--- config.mk ---
export PLATFORM = sky130hd
export DESIGN_NAME = rx_coex_status_gen
export DESIGN_NICKNAME = d
export VERILOG_FILES = /design/src/rtl/rx_coex_pkg.sv /design/src/rtl/rx_coex_time_track.sv /design/src/rtl/rx_coex_seq.sv /design/src/rtl/rx_coex_out_slot.sv /design/src/rtl/rx_coex_status_gen.sv
export SDC_FILE = /design/constraint.sdc
export NUM_CORES = 1
export LEC_CHECK = 0
export BUFFER_PORTS_ARGS = -buffer_cell sky130_fd_sc_hd__buf_2
export CAP_MARGIN = 15
export CORE_ASPECT_RATIO = 0.7
export CORE_MARGIN = 8
export CORE_UTILIZATION = 45
export DETAILED_ROUTE_END_ITERATION = 7
export PLACE_DENSITY = 0.66
export SYNTH_ARGS = -nofsm -noshare
export SYNTH_HDL_FRONTEND = slang
export SYNTH_SLANG_ARGS = --single-unit
--- constraint.sdc ---
create_clock -name clk -period 9.5 [get_ports clk]
set_input_delay 1.9 -clock clk [delete_from_list [all_inputs] [get_ports clk]]
set_output_delay 1.9 -clock clk [all_outputs]
set_load 0.03 [all_outputs]
--- src/rtl/rx_coex_pkg.sv ---
package rx_coex_pkg;
  localparam int TIME_W = 16;
  localparam int RATE_W = 5;
  localparam int BW_W   = 3;
  localparam int NSS_W  = 3;
  localparam int RSSI_W = 8;
  localparam int TYPE_W = 3;

  typedef enum logic [1:0] {
    CODE_START = 2'd0,
    CODE_FCS1  = 2'd1,
    CODE_END   = 2'd2,
    CODE_NAP   = 2'd3
  } code_e;

  typedef struct packed {
    logic [TIME_W-1:0] fes;
    logic [TIME_W-1:0] pkt;
    logic              more;
    logic              retry;
    logic [TYPE_W-1:0] ftype;
    logic [RSSI_W-1:0] rssi;
    logic [NSS_W-1:0]  nss;
    logic              rsvd;
    logic              directed;
    logic              ampdu;
    logic              filt;
    logic              single;
    logic [BW_W-1:0]   bw;
    logic [RATE_W-1:0] rate;
    logic              resp;
    code_e             code;
  } msg_t;

  localparam int MSG_W = $bits(msg_t);

  function automatic logic code_is_end(input code_e c);
    return (c == CODE_END) || (c == CODE_NAP);
  endfunction
endpackage

--- src/rtl/rx_coex_time_track.sv ---
module rx_coex_time_track #(
  parameter int W = 16
) (
  input  logic         clk,
  input  logic         rst,
  input  logic         load_i,
  input  logic [W-1:0] load_val_i,
  input  logic         tick_i,
  input  logic         fcs_i,
  input  logic [W-1:0] fcs_dur_i,
  output logic [W-1:0] pkt_o,
  output logic [W-1:0] fes_o
);
  localparam logic [W-1:0] MAX_T = '1;

  logic [W-1:0] pkt_q, dur_q, dur_sel;
  logic         dur_vld_q, dur_use;
  logic [W:0]   sum;

  always_ff @(posedge clk) begin
    if (rst) begin
      pkt_q     <= '0;
      dur_q     <= '0;
      dur_vld_q <= 1'b0;
    end else if (load_i) begin
      pkt_q     <= load_val_i;
      dur_q     <= '0;
      dur_vld_q <= 1'b0;
    end else begin
      if (tick_i && pkt_q != '0) pkt_q <= pkt_q - 1'b1;
      if (fcs_i && !dur_vld_q) begin
        dur_q     <= fcs_dur_i;
        dur_vld_q <= 1'b1;
      end
    end
  end

  always_comb begin
    dur_sel = dur_vld_q ? dur_q : fcs_dur_i;
    dur_use = dur_vld_q | fcs_i;
    sum     = {1'b0, pkt_q} + {1'b0, dur_sel};
    fes_o   = dur_use ? (sum[W] ? MAX_T : sum[W-1:0]) : pkt_q;
    pkt_o   = pkt_q;
  end


  pkt_no_rise_chk: assert property (@(posedge clk) disable iff (rst)
    !load_i |=> (pkt_q <= $past(pkt_q)));

  pkt_floor_chk: assert property (@(posedge clk) disable iff (rst)
    (!load_i && pkt_q == '0) |=> (pkt_q == '0));

  fes_above_pkt_chk: assert property (@(posedge clk) disable iff (rst)
    fes_o >= pkt_o);
endmodule

--- src/rtl/rx_coex_seq.sv ---
module rx_coex_seq
  import rx_coex_pkg::*;
(
  input  logic              clk,
  input  logic              rst,
  input  logic              cfg_report_filtered_i,
  input  logic              phy_start_i,
  input  logic [RATE_W-1:0] phy_rate_i,
  input  logic [BW_W-1:0]   phy_bw_i,
  input  logic [NSS_W-1:0]  phy_nss_i,
  input  logic [RSSI_W-1:0] phy_rssi_i,
  input  logic              phy_end_i,
  input  logic              phy_nap_i,
  input  logic              hdr_valid_i,
  input  logic              hdr_filter_i,
  input  logic              hdr_directed_i,
  input  logic              hdr_ampdu_i,
  input  logic              hdr_single_i,
  input  logic [TYPE_W-1:0] hdr_ftype_i,
  input  logic              hdr_retry_i,
  input  logic              hdr_more_i,
  input  logic              hdr_resp_i,
  input  logic              fcs_ok_i,
  input  logic              fcs_directed_i,
  input  logic [TIME_W-1:0] pkt_i,
  input  logic [TIME_W-1:0] fes_i,
  output logic              load_o,
  output logic              fcs_evt_o,
  output logic              msg_valid_o,
  output msg_t              msg_o
);
  logic              active_q, start_sent_q, fcs_sent_q, resp_q;
  logic [RATE_W-1:0] rate_q;
  logic [BW_W-1:0]   bw_q;
  logic [NSS_W-1:0]  nss_q;
  logic [RSSI_W-1:0] rssi_q;
  logic              single_q, filt_q, amp_rep_q, dir_q, amp_raw_q, retry_q, more_q;
  logic [TYPE_W-1:0] ftype_q;

  logic end_any, hdr_in, start_go, fcs_go, end_emit;
  logic rep_filt, rep_amp, rep_dir;

  always_comb begin
    end_any   = active_q & (phy_end_i | phy_nap_i);
    hdr_in    = hdr_filter_i & hdr_directed_i;
    start_go  = active_q & hdr_valid_i & ~start_sent_q & ~end_any &
                (cfg_report_filtered_i | hdr_in);
    fcs_go    = active_q & fcs_ok_i & fcs_directed_i & start_sent_q &
                ~fcs_sent_q & amp_raw_q & ~end_any;
    end_emit  = end_any & start_sent_q;
    rep_filt  = cfg_report_filtered_i & hdr_filter_i;
    rep_amp   = cfg_report_filtered_i & hdr_ampdu_i;
    rep_dir   = cfg_report_filtered_i & hdr_directed_i;
    load_o    = phy_start_i;
    fcs_evt_o = active_q & fcs_ok_i & ~end_any;
  end

  always_ff @(posedge clk) begin
    if (rst) begin
      active_q     <= 1'b0;
      start_sent_q <= 1'b0;
      fcs_sent_q   <= 1'b0;
      resp_q       <= 1'b0;
    end else if (phy_start_i) begin
      active_q     <= 1'b1;
      start_sent_q <= 1'b0;
      fcs_sent_q   <= 1'b0;
      resp_q       <= 1'b0;
    end else if (end_any) begin
      active_q     <= 1'b0;
      start_sent_q <= 1'b0;
      fcs_sent_q   <= 1'b0;
      resp_q       <= 1'b0;
    end else begin
      if (start_go) start_sent_q <= 1'b1;
      if (fcs_go)   fcs_sent_q   <= 1'b1;
      if (active_q && hdr_valid_i && hdr_in && hdr_resp_i) resp_q <= 1'b1;
    end
  end

  always_ff @(posedge clk) begin
    if (phy_start_i) begin
      rate_q <= phy_rate_i;
      bw_q   <= phy_bw_i;
      nss_q  <= phy_nss_i;
      rssi_q <= phy_rssi_i;
    end
    if (start_go && !phy_start_i) begin
      single_q  <= hdr_single_i;
      filt_q    <= rep_filt;
      amp_rep_q <= rep_amp;
      dir_q     <= rep_dir;
      amp_raw_q <= hdr_ampdu_i;
      ftype_q   <= hdr_ftype_i;
      retry_q   <= hdr_retry_i;
      more_q    <= hdr_more_i;
    end
  end

  always_comb begin
    msg_o      = '0;
    msg_o.fes  = fes_i;
    msg_o.pkt  = pkt_i;
    msg_o.rate = rate_q;
    msg_o.bw   = bw_q;
    msg_o.nss  = nss_q;
    msg_o.rssi = rssi_q;
    msg_o.rsvd = 1'b0;
    if (start_go) begin
      msg_o.code     = CODE_START;
      msg_o.resp     = 1'b0;
      msg_o.single   = hdr_single_i;
      msg_o.filt     = rep_filt;
      msg_o.ampdu    = rep_amp;
      msg_o.directed = rep_dir;
      msg_o.ftype    = hdr_ftype_i;
      msg_o.retry    = hdr_retry_i;
      msg_o.more     = hdr_more_i;
    end else begin
      msg_o.code     = end_emit ? (phy_nap_i ? CODE_NAP : CODE_END) : CODE_FCS1;
      msg_o.resp     = resp_q;
      msg_o.single   = single_q;
      msg_o.filt     = filt_q;
      msg_o.ampdu    = amp_rep_q;
      msg_o.directed = dir_q;
      msg_o.ftype    = ftype_q;
      msg_o.retry    = retry_q;
      msg_o.more     = more_q;
    end
    msg_valid_o = (start_go | fcs_go | end_emit) & ~phy_start_i;
  end


  start_once_chk: assert property (@(posedge clk) disable iff (rst)
    (msg_valid_o && msg_o.code == CODE_START) |-> !start_sent_q);

  fcs_once_chk: assert property (@(posedge clk) disable iff (rst)
    (msg_valid_o && msg_o.code == CODE_FCS1) |-> (!fcs_sent_q && amp_raw_q && start_sent_q));

  end_after_start_chk: assert property (@(posedge clk) disable iff (rst)
    (msg_valid_o && code_is_end(msg_o.code)) |-> start_sent_q);
endmodule

--- src/rtl/rx_coex_out_slot.sv ---
module rx_coex_out_slot #(
  parameter int W = 64
) (
  input  logic         clk,
  input  logic         rst,
  input  logic         new_valid_i,
  input  logic         new_is_end_i,
  input  logic [W-1:0] new_msg_i,
  input  logic         ready_i,
  output logic         valid_o,
  output logic [W-1:0] msg_o
);
  logic         out_v, hold_v, pop;
  logic [W-1:0] out_m, hold_m;

  assign pop = out_v & ready_i;

  always_ff @(posedge clk) begin
    if (rst) begin
      out_v  <= 1'b0;
      hold_v <= 1'b0;
    end else if (!out_v || pop) begin
      if (hold_v) begin
        out_v  <= 1'b1;
        hold_v <= new_valid_i;
      end else begin
        out_v  <= new_valid_i;
      end
    end else if (new_valid_i && (!hold_v || new_is_end_i)) begin
      hold_v <= 1'b1;
    end
  end

  always_ff @(posedge clk) begin
    if (!out_v || pop) begin
      if (hold_v) begin
        out_m <= hold_m;
        if (new_valid_i) hold_m <= new_msg_i;
      end else if (new_valid_i) begin
        out_m <= new_msg_i;
      end
    end else if (new_valid_i && (!hold_v || new_is_end_i)) begin
      hold_m <= new_msg_i;
    end
  end

  assign valid_o = out_v;
  assign msg_o   = out_m;


  hold_stable_chk: assert property (@(posedge clk) disable iff (rst)
    (valid_o && !ready_i) |=> (valid_o && $stable(msg_o)));

  reset_idle_chk: assert property (@(posedge clk)
    rst |=> !valid_o);
endmodule

--- src/rtl/rx_coex_status_gen.sv ---
module rx_coex_status_gen
  import rx_coex_pkg::*;
(
  input  logic              clk,
  input  logic              rst,
  input  logic              cfg_report_filtered,
  input  logic              phy_start,
  input  logic [RATE_W-1:0] phy_rate,
  input  logic [BW_W-1:0]   phy_bw,
  input  logic [NSS_W-1:0]  phy_nss_m1,
  input  logic [RSSI_W-1:0] phy_rssi,
  input  logic [TIME_W-1:0] phy_airtime,
  input  logic              phy_end,
  input  logic              phy_nap_abort,
  input  logic              tick_us,
  input  logic              hdr_valid,
  input  logic              hdr_filter_pass,
  input  logic              hdr_directed,
  input  logic              hdr_ampdu,
  input  logic              hdr_single_mpdu,
  input  logic [TYPE_W-1:0] hdr_ftype,
  input  logic              hdr_retry,
  input  logic              hdr_more_data,
  input  logic              hdr_resp_exp,
  input  logic              fcs_ok,
  input  logic              fcs_directed,
  input  logic [TIME_W-1:0] fcs_duration,
  output logic              out_valid,
  input  logic              out_ready,
  output logic [MSG_W-1:0]  out_msg
);
  logic [TIME_W-1:0] pkt, fes;
  logic              load, fcs_evt, msg_valid;
  msg_t              msg;

  rx_coex_time_track #(.W(TIME_W)) u_time (
    .clk        (clk),
    .rst        (rst),
    .load_i     (load),
    .load_val_i (phy_airtime),
    .tick_i     (tick_us),
    .fcs_i      (fcs_evt),
    .fcs_dur_i  (fcs_duration),
    .pkt_o      (pkt),
    .fes_o      (fes)
  );

  rx_coex_seq u_seq (
    .clk                   (clk),
    .rst                   (rst),
    .cfg_report_filtered_i (cfg_report_filtered),
    .phy_start_i           (phy_start),
    .phy_rate_i            (phy_rate),
    .phy_bw_i              (phy_bw),
    .phy_nss_i             (phy_nss_m1),
    .phy_rssi_i            (phy_rssi),
    .phy_end_i             (phy_end),
    .phy_nap_i             (phy_nap_abort),
    .hdr_valid_i           (hdr_valid),
    .hdr_filter_i          (hdr_filter_pass),
    .hdr_directed_i        (hdr_directed),
    .hdr_ampdu_i           (hdr_ampdu),
    .hdr_single_i          (hdr_single_mpdu),
    .hdr_ftype_i           (hdr_ftype),
    .hdr_retry_i           (hdr_retry),
    .hdr_more_i            (hdr_more_data),
    .hdr_resp_i            (hdr_resp_exp),
    .fcs_ok_i              (fcs_ok),
    .fcs_directed_i        (fcs_directed),
    .pkt_i                 (pkt),
    .fes_i                 (fes),
    .load_o                (load),
    .fcs_evt_o             (fcs_evt),
    .msg_valid_o           (msg_valid),
    .msg_o                 (msg)
  );

  rx_coex_out_slot #(.W(MSG_W)) u_slot (
    .clk          (clk),
    .rst          (rst),
    .new_valid_i  (msg_valid),
    .new_is_end_i (code_is_end(msg.code)),
    .new_msg_i    (msg),
    .ready_i      (out_ready),
    .valid_o      (out_valid),
    .msg_o        (out_msg)
  );
endmodule

Word-level counts from Yosys, hierarchy flattened
Cells that the tools add are included.
Widths: inputs -> output; s select.
{"block": "op_classes", "bitwise": 28, "eq_ne": 4, "n_reduce_logical": 23, "n_addsub": 2, "mux": 21}
{"op": "$mux 64", "n": 5}
{"op": "$mux 16", "n": 5}
{"op": "$and 1x1->1", "n": 19}
{"op": "$add 16x16->17", "n": 1}
{"op": "$reduce_bool 16->1", "n": 1}
{"op": "$sub 16x1->16 const B", "n": 1}
{"op": "$reduce_bool 2->1", "n": 4}
{"op": "$logic_and 1x1->1", "n": 7}
{"op": "$mux 1", "n": 7}
{"op": "$mux 5", "n": 1}
{"op": "$or 1x1->1", "n": 5}
{"op": "$eq 2x2->1 const B", "n": 2}
{"op": "$logic_not 1->1", "n": 4}
{"op": "$mux 4", "n": 1}
{"op": "$ne 2x1->1 const B", "n": 2}
{"op": "$not 1->1", "n": 4}
{"op": "$logic_or 1x1->1", "n": 3}
{"op": "$mux 3", "n": 1}
{"op": "$reduce_and 3->1", "n": 1}
{"op": "$reduce_or 3->1", "n": 1}
{"op": "$mux 2", "n": 1}
{"op": "$reduce_and 2->1", "n": 1}
{"op": "$reduce_or 2->1", "n": 1}
{"block": "totals", "out_inout_bits": 65, "ff_bits": 196, "in_bits": 72}

Depth between registers and ports, before layout
Gate-level depths: netlist of the first run.
{"block": "logic_depth", "ltp_word": 12, "mapped_depth": 11, "mapped_depth_nobuf": 10}

Cells and area by module
From an unflattened synthesis of the first run, not the netlist that was laid out.
{"block": "unflattened", "cells_unflattened": 663, "hier_area_um2": 8859.7}
{"module": "rx_coex_out_slot", "cells_each": 212, "n_inst": 1, "seq_area_each_um2": 3883.7, "area_per_inst_um2": 4735.8}
{"module": "rx_coex_time_track", "cells_each": 341, "n_inst": 1, "seq_area_each_um2": 660.6, "area_per_inst_um2": 2611.3}
{"module": "rx_coex_seq", "cells_each": 109, "n_inst": 1, "seq_area_each_um2": 950.9, "area_per_inst_um2": 1508.9}
{"module": "rx_coex_status_gen", "cells_each": 1, "n_inst": 1, "seq_area_each_um2": 0.0, "area_per_inst_um2": 3.8}

Worst setup path after synthesis of the first run
OpenSTA, ideal clock, no wires.
{"block": "synth_path", "path_type": "input-to-reg", "start": "input phy_nap_abort", "end": "register u_slot.hold_m[0], enable pin", "path_stages": 5, "slack_ns": 1.509, "t_arrival_ns": 7.430, "required_ns": 8.939, "path_cell_list": "nor2_1 > nand3_1 > or4b_2 > a31o_2 > nor3_1"}
{"block": "synth_via", "elab_chain_len": 12, "elab_cells_between_ends": 21, "classes_between": "3 x eq/ne; 3 x mux; 10 x bitwise; 5 x reduce/logical"}
{"item": "start: declaration", "line_no": "rx_coex_status_gen.sv:14", "source": "input logic phy_nap_abort,"}
{"item": "$or 1x1->1", "line_no": "rx_coex_seq.sv:44", "source": "end_any = active_q & (phy_end_i | phy_nap_i);"}
{"item": "$and 1x1->1", "line_no": "rx_coex_seq.sv:44"}
{"item": "$not 1->1", "line_no": "rx_coex_seq.sv:46, rx_coex_seq.sv:49"}
{"item": "$and 1x1->1 (2 in a row)", "line_no": "rx_coex_seq.sv:46", "source": "start_go = active_q & hdr_valid_i & ~start_sent_q & ~end_any &"}
{"item": "$mux 3", "line_no": "rx_coex_seq.sv:109", "source": "if (start_go) begin"}
{"item": "$eq 2x2->1", "line_no": "rx_coex_pkg.sv:38", "source": "return (c == CODE_END) || (c == CODE_NAP);"}
{"item": "$logic_or 1x1->1", "line_no": "rx_coex_pkg.sv:38"}
{"item": "$logic_or 1x1->1", "line_no": "rx_coex_out_slot.sv:42", "source": "end else if (new_valid_i && (!hold_v || new_is_end_i)) begin"}
{"item": "$logic_and 1x1->1", "line_no": "rx_coex_out_slot.sv:42"}
{"item": "$reduce_bool 2->1 (no source line)"}
{"item": "$reduce_and 3->1 (no source line) (*)"}
{"item": "end signal: assignment", "line_no": "rx_coex_out_slot.sv:38", "source": "if (new_valid_i) hold_m <= new_msg_i;"}
{"item": "end signal: assignment", "line_no": "rx_coex_out_slot.sv:43", "source": "hold_m <= new_msg_i;"}
{"item": "end: declaration", "line_no": "rx_coex_out_slot.sv:14", "source": "logic [W-1:0] out_m, hold_m;"}
Every way passes the cells marked *; elsewhere a longest branch is shown, timed or not.
A chain may end at the register's enable or synchronous reset.

Final worst setup path of the first run
{"block": "layout_path", "start": "input phy_nap_abort", "end": "register u_slot.hold_m[37], enable pin"}
Same word-level chain as after synthesis.

==> reports/results.ini, run 1 <==
[grt]
first_global_vias = 5320
number_of_antenna_violations_at_the_first_check_in_global_routing = 1
grt_first_pass_wirelength_mm = 29.7
grt_use_met1_pct = 23.6
grt_util_all_layers_pct = 16.6
grt_use_met3_pct = 4.30
met2_track_utilization_from_global_routing_pct = 25.0
top_usage_layer = met2
maximum_number_of_pins_on_one_net_before_global_route_repair = 61
grt.overflow.total = 0

[clock_tree]
cts.sink_count = 194
tritoncts = done
post-cts-setup-buffer-count = 0
cts.htree.levels = 4
insertion_delay_ns = 0.43
tritoncts.num_buffers = 17
post_cts.resized_instances = 0
clock_tree.buffer_depth = 2
cts.clk_slew.worst_paths_ns = 0.07
clock_root_buffer = sky130_fd_sc_hd__clkbuf_16
cts.hold.buffers_added = 0

[power_and_ir_drop]
total_leakage_power_nw = 3.65
p_sw_share_pct = 24.0
p_sw_w = 0.000445
peakVddDrop_mv = 0.136
seqPwrFrac_pct = 51.5
totalPowerFinal_w = 0.00186
power.share.clock_pct = 40.0
power_density_mw_per_mm2 = 188
p_comb_share_pct = 8.6
power_report.internal_total_w = 0.00141

[floorplanning]
initial_utilization_pct = 46.2
floorplan.die.width_um = 179
io_pins = 137
fp-row-count = 41
chipHeight_um = 130
core_area_mm2 = 0.0181
die_area_mm2 = 0.0233

[place]
dpl.cell_count = 962
place.port_buffers = 135
place.gp.congestion = 0.849
preCtsSetupSlack_ns = 4.28
detailed_place_hpwl_mm = 13.9

[sta]
fmaxAchievable_mhz = 211
worst_slack_ns = 4.75
fin_worst_skew_ns = 0.00746
setup_viol = 0
fin_crit_ns = 4.75
timing.slew.headroom_pct = 25.3
period_share_pct = 50.0
timing.hold.ws_ns = 0.454
drv_slew = 0
rsz_0062_raised_after_global_routing = false
final.setup.tns_ns = 0
report.final.hold_viol_count = 0
worstMarginPinSlew_ns = 1.12

[drt]
wl_mm = 19.2
routed-via-count = 5246
avgRoutedWirePerCell_um = 19.3
routed_via_density = 5.28
count_of_unresolved_drc_violations_after_routing = 0
dr.first_iter.drc_count = 508
detailedRoute.firstPassIterationCount = 5
postRouteAntennaNets = 0

[hold_path]
min_path_type = reg -> reg

[logic_synthesis]
synth_area_mm2 = 0.00836
synth_sequential_area_ratio_pct = 65.0
synth_cell_type_count = 54
synth-edff-count = 155
synth-seq-cells = 194
synth-warning-count = 0
synthesized_net_count = 702
avgSynthCellArea_um2 = 13.7
postSynth.asyncResetShare_pct = 0
syn-instance-count = 612
ys.flop_type = sky130_fd_sc_hd__edfxtp_1

[finish]
antenna-diode-count = 0
layout.cells.most_common = sky130_fd_sc_hd__edfxtp_1
layout.cells.most_common_list = sky130_fd_sc_hd__edfxtp_1 (155), sky130_fd_sc_hd__buf_2 (135), sky130_fd_sc_hd__mux2_2 (81)
finalNetCount = 835
final_cell_count_no_fill = 994
drive_above_1_share_pct = 34.8
syn_to_final_growth_pct = 18.3
fillers = 1536

[critical_path]
critPathMaxStageDelay_ns = 0.72
cp_max_fo = 53
critPathSlowestCell = sky130_fd_sc_hd__buf_4
cp_data_required_time_ns = 9.55
critical_path.cell_chain = buf_2 > or2_1 > nor3_1 > nand2b_1 > a31o_2 > nor3_2 > buf_4
cp-start-kind = input pin
crit_arrival_ns = 4.80
crit_type = in -> reg
critPathCaptureType = register

[outcome]
status = finished clean

[flow_run]
max_cap_viol_count = 0

worst max-delay path: cells and delay by family:
kind | cells | cell delay [ns]
buffers and inverters | 2 | 0.83
AND/OR/NAND/NOR | 4 | 1.67
AO/OA/AOI/OAI | 1 | 0.36
cells in the mapped netlist, drive strengths merged, types with 6 or more instances:
master,count,area [µm²]
edfxtp,155,4650
mux2,83,935
nand2,50,188
a21oi,49,245
nor2,46,173
dfxtp,39,781
clkbuf,20,75.1
ha,17,213
xnor2,16,140
o21ai,14,70.1
inv,10,37.5
xor2,10,87.6
nor3,9,45.0
mux2i,8,80.1
o21a,7,52.6
and2,6,37.5
cells by family (layout without fill, tap and decap cells):
| logic type | after synthesis | count (layout) | synth area share, % |
|---|---|---|---|
| other | 1 | 1 | 0.0448 |
| AND/OR/NAND/NOR | 145 | 145 | 8.18 |
| multiplexers | 91 | 91 | 12.1 |
| buffers and inverters | 35 | 181 | 1.62 |
| AO/OA/AOI/OAI | 102 | 102 | 7.53 |
| adder cells (fa/ha/maj) | 18 | 18 | 2.78 |
| flip-flops | 194 | 194 | 65.0 |
| XOR/XNOR | 26 | 26 | 2.72 |
metal layers:
layer	vias up	part of all wire, %
li1	2538	-
met1	2531	47
met2	162	45
met3	15	6.8
met4	0	1.0
met5	-	0
state kept, by name, indices dropped and copies added (netlist names), 3 cells and up:
| name | count |
|---|---|
| u_slot.hold_m | 63 |
| u_slot.msg_o | 63 |
| u_time.dur_q | 16 |
| u_time.pkt_o | 16 |
| u_seq.rssi_q | 8 |
| u_seq.rate_q | 5 |
| u_seq.bw_q | 3 |
| u_seq.ftype_q | 3 |
| u_seq.nss_q | 3 |
per-stage QoR:
| step | utilization [%] | cell area, µm² |
|---|---|---|
| 3_3_place_gp | 51.2 | 9280 |
| 2_1_floorplan | - | 8360 |
| 6_report | 54.6 | 9890 |
| 4_1_cts | 54.6 | 9890 |
| 3_5_place_dp | 51.2 | 9280 |
| 5_1_grt | 54.6 | 9890 |
path summary, 6_finish.rpt:
path | cells past startpoint | start | endpoint | slack [ns]
max | 7 | phy_nap_abort | u_slot.hold_m[37] | 4.75
min | 2 | u_time.dur_q[15] | u_time.dur_q[15] | 0.45
max reg2reg | 10 | u_time.dur_vld_q | u_slot.msg_o[53] | 5.55
min reg2reg | 2 | u_time.dur_q[15] | u_time.dur_q[15] | 0.45
layout make-up:
| cell class | instances | area [µm²] | area share, % |
|---|---|---|---|
| flip-flops and latches | 194 | 5440 | 55.0 |
| multi-input cells | 383 | 2810 | 28.4 |
| clock inverters | 15 | 188 | 1.90 |
| inverters | 10 | 37.5 | 0.379 |
| well taps | 236 | 295 | 2.98 |
| repair buffers | 139 | 706 | 7.13 |
| clock buffers | 17 | 425 | 4.30 |
power groups by stage:
| stage | Combinational, W | Sequential, W | Clock, W |
|---|---|---|---|
| final | 0.000159 | 0.000955 | 0.000742 |
| after global routing | 0.000175 | 0.000957 | 0.000792 |
| after CTS | 0.000158 | 0.000955 | 0.000759 |
| after detailed placement | 0.000157 | 0.000974 | 0 |
| after global placement | 0.000153 | 0.000973 | 0 |
| after floorplan | 0.000110 | 0.000967 | 0 |
Power figures use the tool's default switching activity.
==> run 2, diff against run 1 <==
--- a/config.mk
+++ b/config.mk
@@ -11,7 +11,7 @@
 export CORE_MARGIN = 8
 export CORE_UTILIZATION = 45
 export DETAILED_ROUTE_END_ITERATION = 7
-export PLACE_DENSITY = 0.66
+export PLACE_DENSITY = 0.69
 export SYNTH_ARGS = -nofsm -noshare
 export SYNTH_HDL_FRONTEND = slang
 export SYNTH_SLANG_ARGS = --single-unit
==> constraint.sdc (replaced) <==
create_clock -name clk -period 3.9 [get_ports clk]
set_input_delay 0.78 -clock clk [delete_from_list [all_inputs] [get_ports clk]]
set_output_delay 0.78 -clock clk [all_outputs]
set_load 0.03 [all_outputs]
==> run 2 against run 1 <==
Against the previous run:
- clock skew is 0.0030 ns higher
- setup slack got worse by 4.3 ns
- hold slack got worse by 0.015 ns
- routed wire length up 0.22%
- via count increased by 2.6%
- cell area increased by 1.5%
- critical path type is now reg -> reg
- global-route usage up 0.057 points
==> reports/results.ini, run 2 (synthesized netlist as in run 1, its figures left out) <==
[critical_path]
critical_path.cell_chain = buf_4 > mux2_2 > ha_1 > a21oi_1 > o21ai_0 > or3b_2 > o22ai_1 > o21ai_0 > xnor2_1 > a221oi_1
crit_family = compound AO/OA/AOI/OAI gates
worstReg2RegStart = u_time.dur_vld_q
cp-start-kind = register
cp_max_fo = 14
crit_arrival_ns = 3.62
rrSetupSlack_ns = 0.43
cp_data_required_time_ns = 4.05
worst-path-buf-inv = 1
critical-path-top-cell-by-count = sky130_fd_sc_hd__o21ai_0
critPathSlowestCell = sky130_fd_sc_hd__or3b_2
critPathCaptureType = register
crit-reg2reg-capture = u_slot.msg_o[63]
worst_r2r_path_depth = 10
critPathMaxStageDelay_ns = 0.49
crit_type = reg -> reg

[sta]
rsz_0062_raised_after_global_routing = false
final.setup.tns_ns = 0
fin_crit_ns = 3.47
fin_worst_skew_ns = 0.0105
drv_slew = 0
timing.hold.ws_ns = 0.439
timing.slew.headroom_pct = 31.8
setup_viol = 0
fmaxAchievable_mhz = 288
report.final.hold_viol_count = 0
period_share_pct = 89.1
worstMarginPinSlew_ns = 1.02

[power_and_ir_drop]
power_density_mw_per_mm2 = 453
total_leakage_power_nw = 3.73
peakVddDrop_mv = 0.268
totalPowerFinal_w = 0.00455

[drt]
detailedRoute.firstPassIterationCount = 5
avgRoutedWirePerCell_um = 19.1
postRouteAntennaNets = 0
dr.first_iter.drc_count = 383
routed_via_density = 5.35
wl_mm = 19.2
count_of_unresolved_drc_violations_after_routing = 0
routed-via-count = 5385

[grt]
number_of_antenna_violations_at_the_first_check_in_global_routing = 1
maximum_number_of_pins_on_one_net_before_global_route_repair = 64
grt_first_pass_wirelength_mm = 29.9
grt.overflow.total = 0
grt_util_all_layers_pct = 16.7
first_global_vias = 5332

[clock_tree]
clock_tree.buffer_depth = 2
post_cts.resized_instances = 0
insertion_delay_ns = 0.43
post-cts-setup-buffer-count = 0
cts.sink_count = 194
cts.clk_slew.worst_paths_ns = 0.08
cts.htree.levels = 4
tritoncts = done
tritoncts.num_buffers = 17
cts.hold.buffers_added = 0
clock_root_buffer = sky130_fd_sc_hd__clkbuf_16

[hold_path]
min_path_type = reg -> reg
destination_of_the_worst_hold_path = u_slot.hold_m[20]
hp-start = u_seq.rssi_q[1]
min_path_cells = 0

[place]
place.port_buffers = 135
place.gp.congestion = 0.840
placedInstanceArea_mm2 = 0.00941
detailed_place_hpwl_mm = 14.1

[finish]
fillers = 1495
finalNetCount = 846
layout.cells.most_common_list = sky130_fd_sc_hd__edfxtp_1 (155), sky130_fd_sc_hd__buf_2 (135), sky130_fd_sc_hd__mux2_2 (81)
syn_to_final_growth_pct = 20.1
layout.cells.most_common = sky130_fd_sc_hd__edfxtp_1
drive_above_1_share_pct = 35.8
stdcell_area_mm2 = 0.0100

[floorplanning]
die_area_mm2 = 0.0233
initial_utilization_pct = 46.2
core_area_mm2 = 0.0181
fp-row-count = 41
floorplan.die.width_um = 179
chipHeight_um = 130
io_pins = 137

[outcome]
status = finished clean

[flow_run]
max_cap_viol_count = 0

==> run 2: cell types whose count changed in the layout (fill, tap and decap cells not counted), sizes merged <==
cell / previous run / this run
buf: 139 / 150
clkinv: 3 / 4
clkinvlp: 2 / 1
diode: 0 / 1
==> run 2: worst max path at each step <==
stage | startpoint | endpoint | slack (ns) | cells past startpoint
after detailed placement | fcs_duration[0] | u_slot.msg_o[48] | 0.15 | 11
after CTS | u_time.dur_vld_q | u_slot.msg_o[55] | 0.43 | 10
after floorplan | phy_nap_abort | u_slot.hold_m[0] | 0.02 | 6
after global routing | u_time.dur_vld_q | u_slot.msg_o[48] | 0.20 | 10
final | u_time.dur_vld_q | u_slot.msg_o[63] | 0.43 | 10
after global placement | fcs_duration[0] | u_slot.msg_o[51] | 0.17 | 11
==> run 2: per-stage QoR <==
| stage | util [%] | instances | worst slack, ns |
|---|---|---|---|
| final | 55.5 | 1006 | 0.427 |
| after global routing | 55.5 | 1006 | 0.195 |
| after CTS | 55.4 | 1005 | 0.427 |
| after detailed placement | 51.9 | 973 | 0.148 |
| after global placement | 51.9 | 973 | 0.168 |
| after floorplan | - | 612 | 0.0226 |
==> run 2: where the power goes <==
part	switching [W]	internal, W	leakage, nW
combinational	0.000221	0.000187	1.68
clock	0.000839	0.000993	0.307
sequential	0.0000389	0.00227	1.74
==> run 2: routing by layer <==
metal	vias to the layer above	wire, µm	track usage [%]	share of wire (%)
met3	7	1620	5.08	8.4
met4	0	136	3.59	0.71
met5	-	0	0	0
li1	2567	-	-	-
met1	2623	9350	24.6	49
met2	188	8120	23.7	42
==> run 2: area by class of cell <==
class / count / area (µm²) / share of cell area (%)
diodes: 1 / 2.50 / 0.0249
inverters: 10 / 37.5 / 0.374
flip-flops and latches: 194 / 5440 / 54.1
clock buffers: 17 / 425 / 4.24
repair buffers: 150 / 813 / 8.10
multi-input cells: 383 / 2820 / 28.1
well taps: 236 / 295 / 2.94
clock inverters: 15 / 208 / 2.07
==> run 3, diff against run 2 <==
--- a/config.mk
+++ b/config.mk
@@ -12,6 +12,7 @@
 export CORE_UTILIZATION = 45
 export DETAILED_ROUTE_END_ITERATION = 7
 export PLACE_DENSITY = 0.69
+export RECOVER_POWER = 25
 export SYNTH_ARGS = -nofsm -noshare
 export SYNTH_HDL_FRONTEND = slang
 export SYNTH_SLANG_ARGS = --single-unit
==> run 3 against run 2 <==
Against the previous run:
- the flow now finishes with violations (max-capacitance violations, max-slew violations)
- setup slack lost 0.015 ns
- count of clock-buffer cells in the layout is the same
- first-iteration DRC count shrank 1.8%
- combinational power shrank 1%
- maximum frequency shrank 0.43%
- critical path type unchanged
==> reports/results.ini, run 3 (synthesized netlist as in run 1, its figures left out) <==
[power_and_ir_drop]
power.share.clock_pct = 40.4
p_sw_w = 0.00111
p_comb_share_pct = 8.9
seqPwrFrac_pct = 50.8
power_report.internal_total_w = 0.00345
peakVddDrop_mv = 0.268
p_sw_share_pct = 24.3
total_leakage_power_nw = 3.68
power_density_mw_per_mm2 = 455

[sta]
fin_worst_skew_ns = 0.0105
setup_viol = 0
worstMarginPinSlew_ns = 2.42
rsz_0062_raised_after_global_routing = false
fmaxAchievable_mhz = 287
final.setup.tns_ns = 0
timing.slew.headroom_pct = -61.6
drv_slew = 82
period_share_pct = 89.4
report.final.hold_viol_count = 0
timing.hold.ws_ns = 0.439
fin_crit_ns = 3.49

[drt]
count_of_unresolved_drc_violations_after_routing = 0
detailedRoute.firstPassIterationCount = 5
routed_via_density = 5.32
postRouteAntennaNets = 0
avgRoutedWirePerCell_um = 19.2
dr.first_iter.drc_count = 376
routed-via-count = 5355
wl_mm = 19.3

[critical_path]
critical_path.cell_chain = buf_4 > mux2_2 > ha_1 > a21oi_1 > o21ai_0 > or3b_2 > o22ai_1 > o21ai_0 > xnor2_1 > a221oi_1
cp-start-kind = register
cp_max_fo = 14
crit_type = reg -> reg
crit_family = compound AO/OA/AOI/OAI gates
critPathCaptureType = register
worst-path-buf-inv = 1
critPathMaxStageDelay_ns = 0.49
rrSetupSlack_ns = 0.41
critical-path-top-cell-by-count = sky130_fd_sc_hd__o21ai_0
crit_arrival_ns = 3.64
critPathSlowestCell = sky130_fd_sc_hd__or3b_2
cp_data_required_time_ns = 4.05

[floorplanning]
floorplan.die.width_um = 179
chipHeight_um = 130
core_area_mm2 = 0.0181
die_area_mm2 = 0.0233
fp-row-count = 41
io_pins = 137
initial_utilization_pct = 46.2

[finish]
layout.cells.most_common_list = sky130_fd_sc_hd__edfxtp_1 (155), sky130_fd_sc_hd__buf_2 (128), sky130_fd_sc_hd__mux2_2 (81)
stdcell_area_mm2 = 0.0100
syn_to_final_growth_pct = 19.7
layout.cells.most_common = sky130_fd_sc_hd__edfxtp_1
finalNetCount = 846
area.sequential_mm2 = 0.00544
multi_input_comb_area_mm2 = 0.00282
fillers = 1504
drive_above_1_share_pct = 33.8

[hold_path]
min_path_type = reg -> reg

[place]
place.gp.congestion = 0.840
placedInstanceArea_mm2 = 0.00941
detailed_place_hpwl_mm = 14.1
place.port_buffers = 135

[clock_tree]
cts.sink_count = 194
post_cts.resized_instances = 0
clock_root_buffer = sky130_fd_sc_hd__clkbuf_16
post-cts-setup-buffer-count = 0
insertion_delay_ns = 0.43
cts.clk_slew.worst_paths_ns = 0.08
tritoncts.num_buffers = 17
clock_tree.buffer_depth = 2
tritoncts = done
cts.hold.buffers_added = 0
cts.htree.levels = 4

[grt]
grt_first_pass_wirelength_mm = 29.9
grt.overflow.total = 0
number_of_antenna_violations_at_the_first_check_in_global_routing = 1
maximum_number_of_pins_on_one_net_before_global_route_repair = 64
first_global_vias = 5332
grt_util_all_layers_pct = 16.7

[flow_run]
max_cap_viol_count = 2

[outcome]
failed_checks = max-capacitance violations, max-slew violations
status = complete, but fails checks

-- run 3: power groups by stage --
stage / Clock (W) / Sequential [W] / Combinational [W]
6_report: 0.00184 / 0.00231 / 0.000404
5_1_grt: 0.00195 / 0.00232 / 0.000448
2_1_floorplan: 0 / 0.00235 / 0.000269
3_3_place_gp: 0 / 0.00236 / 0.000396
3_5_place_dp: 0 / 0.00236 / 0.000404
4_1_cts: 0.00187 / 0.00231 / 0.000408
-- run 3: layout make-up --
type,count,share of cell area (%)
flip-flops and latches,194,54.3
multi-input cells,383,28.2
repair buffers,150,7.81
clock buffers,17,4.25
well taps,236,2.95
clock inverters,15,2.07
inverters,10,0.375
diodes,1,0.0250
-- run 3: worst paths after layout --
path / from / end / depth (start not counted)
max: u_time.dur_vld_q / u_slot.msg_o[63] / 10
min: u_seq.rssi_q[1] / u_slot.hold_m[20] / 0
max reg2reg: u_time.dur_vld_q / u_slot.msg_o[63] / 10
min reg2reg: u_seq.rssi_q[1] / u_slot.hold_m[20] / 0
-- run 3: routing by layer --
layer	global-route usage [%]	part of all wire, %
met5	0	0
met4	3.59	0.77
met3	5.08	7.3
met2	23.7	42
met1	24.6	50
-- run 3: worst reg2reg max path: cells and delay by family (launching register included) --
family                     cells  cell delay [ns]
AOI/OAI and AO/OA              5             0.91
DFF                            1             0.47
buffers and inverters          1             0.27
xor gates and xnor gates       1             0.36
and+or+nand+nor                1             0.49
adders and majority gates      1             0.33
muxes                          1             0.39
-- run 3: per-stage QoR --
step / worst slack [ns] / total power [W] / util (%) / instances
after floorplan: 0.0226 / 0.00262 / - / 612
after global placement: 0.168 / 0.00275 / 51.9 / 973
after detailed placement: 0.148 / 0.00276 / 51.9 / 973
after CTS: 0.427 / 0.00460 / 55.4 / 1005
after global routing: 0.195 / 0.00472 / 55.3 / 1006
final: 0.412 / 0.00456 / 55.3 / 1006
